===== src/rtl/rdy_sts_ctrl.sv =====
module rdy_sts_ctrl #(
  parameter int PULSE_W = 4,
  parameter int DATA_W  = 8
) (
  input  logic              clk,
  input  logic              rst_n,
  input  logic              busy_i,
  input  logic              prog_done_i,
  input  logic              erase_done_i,
  input  logic              cfg_wr_i,
  input  logic [DATA_W-1:0] cfg_data_i,
  output logic              sts_n_o
);
  localparam int CW = $clog2(PULSE_W + 1);
  localparam logic [1:0] M_LEVEL = 2'b00;
  localparam logic [1:0] M_ERASE = 2'b01;
  localparam logic [1:0] M_PROG  = 2'b10;
  localparam logic [1:0] M_ANY   = 2'b11;

  logic [1:0]    cfg_q, mode_q, pend, eff;
  logic [CW-1:0] cnt_q;
  logic          busy_q, done_any, hold, hit;

  // latest programmed mode, and the mode that governs the pin this edge
  assign pend     = cfg_wr_i ? cfg_data_i[1:0] : cfg_q;
  assign done_any = prog_done_i | erase_done_i;
  assign hold     = busy_i & ~done_any;
  assign eff      = hold ? mode_q : pend;

  assign hit = ((pend == M_ERASE) & erase_done_i) |
               ((pend == M_PROG)  & prog_done_i)  |
               ((pend == M_ANY)   & done_any);

  always_ff @(posedge clk or negedge rst_n) begin
    if (!rst_n) begin
      cfg_q  <= M_LEVEL;
      mode_q <= M_LEVEL;
      busy_q <= 1'b0;
      cnt_q  <= '0;
    end else begin
      cfg_q  <= pend;
      mode_q <= eff;
      busy_q <= busy_i;
      if (hit)
        cnt_q <= CW'(PULSE_W);
      else if (busy_i || eff == M_LEVEL)
        cnt_q <= '0;
      else if (cnt_q != '0)
        cnt_q <= cnt_q - 1'b1;
    end
  end

  assign sts_n_o = (mode_q == M_LEVEL) ? ~busy_q : ~((cnt_q != '0) & ~busy_q);
endmodule


===== config.mk =====
export PLATFORM = sky130hd
export DESIGN_NAME = rdy_sts_ctrl
export DESIGN_NICKNAME = d
export VERILOG_FILES = /design/src/rtl/rdy_sts_ctrl.sv
export SDC_FILE = /design/constraint.sdc
export NUM_CORES = 1
export LEC_CHECK = 0
export BUFFER_PORTS_ARGS = -buffer_cell sky130_fd_sc_hd__clkbuf_2
export CORE_AREA = 2 2 39 41
export CTS_CLUSTER_SIZE = 12
export DETAILED_ROUTE_END_ITERATION = 7
export DIE_AREA = 0 0 41 43
export PLACE_DENSITY_LB_ADDON = 0.25
export SYNTH_ARGS = -nofsm -noshare
export SYNTH_HDL_FRONTEND = slang
export SYNTH_SLANG_ARGS = --single-unit

===== constraint.sdc =====
create_clock -name clk -period 2.1 [get_ports clk]
set_input_delay 0.105 -clock clk [delete_from_list [all_inputs] [get_ports clk]]
set_output_delay 0.105 -clock clk [all_outputs]
set_load 0.01 [all_outputs]

### Yosys cells after proc, flatten, opt, wreduce, memory -nomap -nowiden

Cells that the tools add are included.

* register bits after elaboration: 8
* bits of input ports: 14
* output and inout port bits: 1
* logic and storage cells: 30

* add/sub/neg operators: 1
* equal/unequal tests: 3
* multiplexer cells: 6
* bitwise logic cells: 11
* reduce and logical (&&, ||, !) cells: 5

Operators by type and width (number)
* $mux W3: 3
* $reduce_bool A3 Y1: 2
* $and A1 B1 Y1: 5
* $eq A2 B2 Y1 const B: 2
* $logic_not A2 Y1: 2
* $mux W2: 2
* $not A1 Y1: 3
* $or A1 B1 Y1: 3
* $sub A3 B1 Y3 const B: 1
* $eq A2 B1 Y1 const B: 1
* $logic_or A1 B1 Y1: 1
* $mux W1: 1

### Logic depth before layout (Yosys ltp)

* depth after elaboration: 8
* mapped depth: 6
* mapped depth without buffers: 6

### Worst setup path after synthesis

Ideal clock, no wire load.

* kind: flip-flop to flip-flop
* from: register cnt_q[0]
* to: register cnt_q[2]
* library setup time: 0.095 ns
* arrival: 1.110 ns
* data required time: 2.005 ns
* setup slack: 0.895 ns
* cell stages (with the launch flop): 7
* buffers on the path: 0
* clock period less this slack: 1.205 ns
* cells stage by stage: dfrtp_1 > inv_1 > ha_1 > ha_1 > nor2_1 > a21oi_1 > o31ai_1

* cells in the longest elaborated chain, start to end: 4
* elaborated cells between the ends (all ways): 6
* classes of those cells: add/sub: 1; mux: 3; reduce/logical: 2

Ends and longest elaborated chain
* start: declaration: line 21 `logic [CW-1:0] cnt_q;`
* start signal: assignment: line 45 `cnt_q <= CW'(PULSE_W);`
* start signal: assignment: line 49 `cnt_q <= cnt_q - 1'b1;`
* $sub A3 B1 Y3: line 49
* $mux W3: line 48 `else if (cnt_q != '0)`
* $mux W3: line 46 `else if (busy_i || eff == M_LEVEL)`
* $mux W3: line 44 `if (hit)`

Several ways; a longest one is shown, not always the timed one. The select of a mux whose other input is x is not followed.
A chain may end at the register's enable or synchronous reset.

### Worst setup path after layout

* from: register cnt_q[0]
* to: output sts_n_o

* cells in the longest elaborated chain, start to end: 4

Ends and longest elaborated chain
* $reduce_bool A3 Y1: line 53 `assign sts_n_o = (mode_q == M_LEVEL) ? ~busy_q : ~((cnt_q != '0) & ~busy_q);`
* $and A1 B1 Y1: line 53
* $not A1 Y1: line 53
* $mux W1: line 53
* end: declaration: line 12 `output logic sts_n_o`

Every way passes these cells.

==> key figures <==
Clock network
  • CTS Hold Bufs: 1
  • Clk_lat worst skew: 0.25 ns
  • Post CTS Setup Buffer Count: 0
  • CTS tree: yes
  • Post-CTS Resized: 0
  • CTS sink cnt: 8
  • Worst-path clk slew: 0.05 ns
  • CTS H-tree lvls: 1
  • Longest Clk Path Bufs: 2
  • CTS Buf Count: 3
  • Clk root buf: clkbuf_4

GRT
  • GRT Total Usage: 0.09248
  • Total gr overflow: 0
  • Vias in the first global route: 265
  • Largest net degree at the start of global routing: 9
  • First-pass GRT wire length: 1041 µm
  • Initial antenna violation count: 0

STA
  • Setup violators final: 0
  • Tcrit/Tclk final: 0.7519
  • Setup TNS: 0 ns
  • Final Hold Fails: 0
  • Max-slew violations: 0
  • RSZ-0062 raised after global routing: no
  • Fin crit period: 1.579 ns
  • Slew HR: 0.7966
  • Clk_skew: 0.0004459 ns
  • Worst-Margin Slew: 0.3045 ns
  • Fmax achieved: 0.6333 GHz

Synthesis
  • Synth warnings: 0
  • Yosys reg bits: 8
  • Synth top area cells: dfrtp_1 54%, mux2_2 9.1%, ha_1 6.7%
  • Unique cell type count in the Yosys netlist: 14
  • Sequential area share after synthesis: 0.5369
  • Share of the synthesized area in the top cell type: 0.5369
  • Syn_nets: 48
  • Syn_area_per_cell: 11.65 µm²
  • Syn Std Cell Area: 372.9 µm²
  • Post-synth top area cell: dfrtp_1
  • Synth Instances: 32

Cells and area
  • P&R area growth vs syn: 24.83%
  • Layout net count: 62
  • Diodes inserted: 0
  • Share of layout cells above drive strength 1: 0.3409
  • Final Util: 0.3363
  • Fin area: 465.4 µm²

Worst setup path
  • Worst path arrival time: 1.47 ns
  • Worst setup path class: register to output port
  • Startpoint types: register
  • Max FO, Critical Path: 6
  • Worst EP required: 2.00 ns
  • Critical Path Sink Type: output port
  • Critical R2R Launch: cnt_q[0]$_DFFE_PN0P_
  • CP Launch Point: cnt_q[0]$_DFFE_PN0P_

Die
  • Chip Height: 43 µm
  • Starting Density: 0.2694
  • Core ar.: 1384 µm²
  • Site Rows: 14
  • Width of the die: 41 µm
  • # IOs: 15
  • Die area: 1763 µm²

Hold path
  • Worst hold start: busy_i
  • Hold crit path type: primary input to register

Route
  • Total iterations of the first detailed-routing run: 2
  • Routed Wire Length: 626 µm
  • Avg WL per Cell: 10.43 µm
  • Drt via density: 4.333
  • Starting DRT DRC Count: 4
  • Final ANT Viol Nets: 0
  • # DRC: 0
  • Via count: 260

Placement
  • RePlAce Congestion: 0.6457
  • Cell Area, Placed: 432.9 µm²
  • Port Buffers: 8
  • Post-DP HPWL: 477.7 µm

Pwr
  • Static leakage: 0.0002205 µW
  • Pwr Density: 868.5 nW/µm²
  • Peak VDD IR: 0.0003299 V

Run status
  • Outcome: completed

Run
  • Max_cap viols: 0
[through the flow]
stage	hold slack [ns]	worst slack, ns	std cells	power [µW]
floorplan	-0.1906	0.8950	32	258.7
global placement	-0.04059	0.7953	56	287.5
detailed placement	-0.03584	0.7851	56	289.3
CTS	0.01808	0.5013	60	411.7
global route	0.02289	0.3903	60	432.7
finish	0.02333	0.5210	60	404.2
[synth_stat cells, drive strengths merged]
library cell	instances
inv	3
nor3	1
a22oi	1
dfrtp	8
o31ai	1
nor4	2
xor2	1
a21oi	3
mux2	4
nor3b	1
nor2	4
a22o	1
ha	2
[routing by layer]
metal,GRT usage,vias to the layer above,part of all wire
li1,-,141,-
met1,0.1204,110,0.47
met2,0.1250,7,0.45
met3,0.03141,2,0.050
met4,0.06000,0,0.029
met5,0,-,0
[final timing paths]
| kind | to | slack, ns | depth (start not counted) |
|---|---|---|---|
| worst max-delay path | sts_n_o | 0.52 | 6 |
| worst min-delay path | busy_q$_DFF_PN0_ | 0.02 | 1 |
| worst max register to register | cnt_q[0]$_DFFE_PN0P_ | 0.81 | 5 |
| worst min register to register | mode_q[1]$_DFF_PN0_ | 0.51 | 1 |
| max in group asynchronous | cnt_q[1]$_DFFE_PN0P_ | 1.68 | 2 |
| min in group asynchronous | cfg_q[1]$_DFF_PN0_ | 0.24 | 2 |
[critical path, stage by stage, from the launching register on]
cell and delay, ns:
dfrtp_1 0.35, inv_1 0.05, ha_1 0.19, ha_1 0.25
nor3_1 0.19, a21oi_1 0.06, clkbuf_2 0.12
[cells by family after synthesis]
logic type / after synthesis / share of synthesized area
and+or+nand+nor: 8 / 0.1074
xor gates and xnor gates: 1 / 0.02349
buffers and inverters: 3 / 0.03020
adders and majority gates: 2 / 0.06710
muxes: 4 / 0.1309
DFF: 8 / 0.5369
AOI/OAI and AO/OA: 6 / 0.1040
[report_power, final]
part           switching (µW)  internal (µW)  total (µW)
Sequential               8.23            174         182
Clock                    51.9           65.4         117
Combinational            56.0           48.9         105
Total                     116            288         404
[sequential cells by signal, indices dropped and copies added (netlist names)]
register  count
busy_q        1
cfg_q         2
mode_q        2
cnt_q         3
[cells in the final DEF (no fill, tap or decap), drive strengths merged]
cell         synthesis  final
nor2                 4      4
a22o                 1      1
dfrtp                8      8
ha                   2      2
a22oi                1      1
clkbuf               0     11
inv                  3      3
nor3b                1      1
nor4                 2      2
mux2                 4      4
dlygate4sd3          0      1
nor3                 1      1
xor2                 1      1
o31ai                1      1
a21oi                3      3
[final cells by class]
type	instances	area [µm²]
inverter	3	11.26
clock buffer	3	22.52
tap	16	20.02
sequential	8	200.2
timing repair buffer	9	50.05
fill	147	918.4
multi-input combinational	21	161.4
No activity file was read; power rests on OpenSTA's default activity.
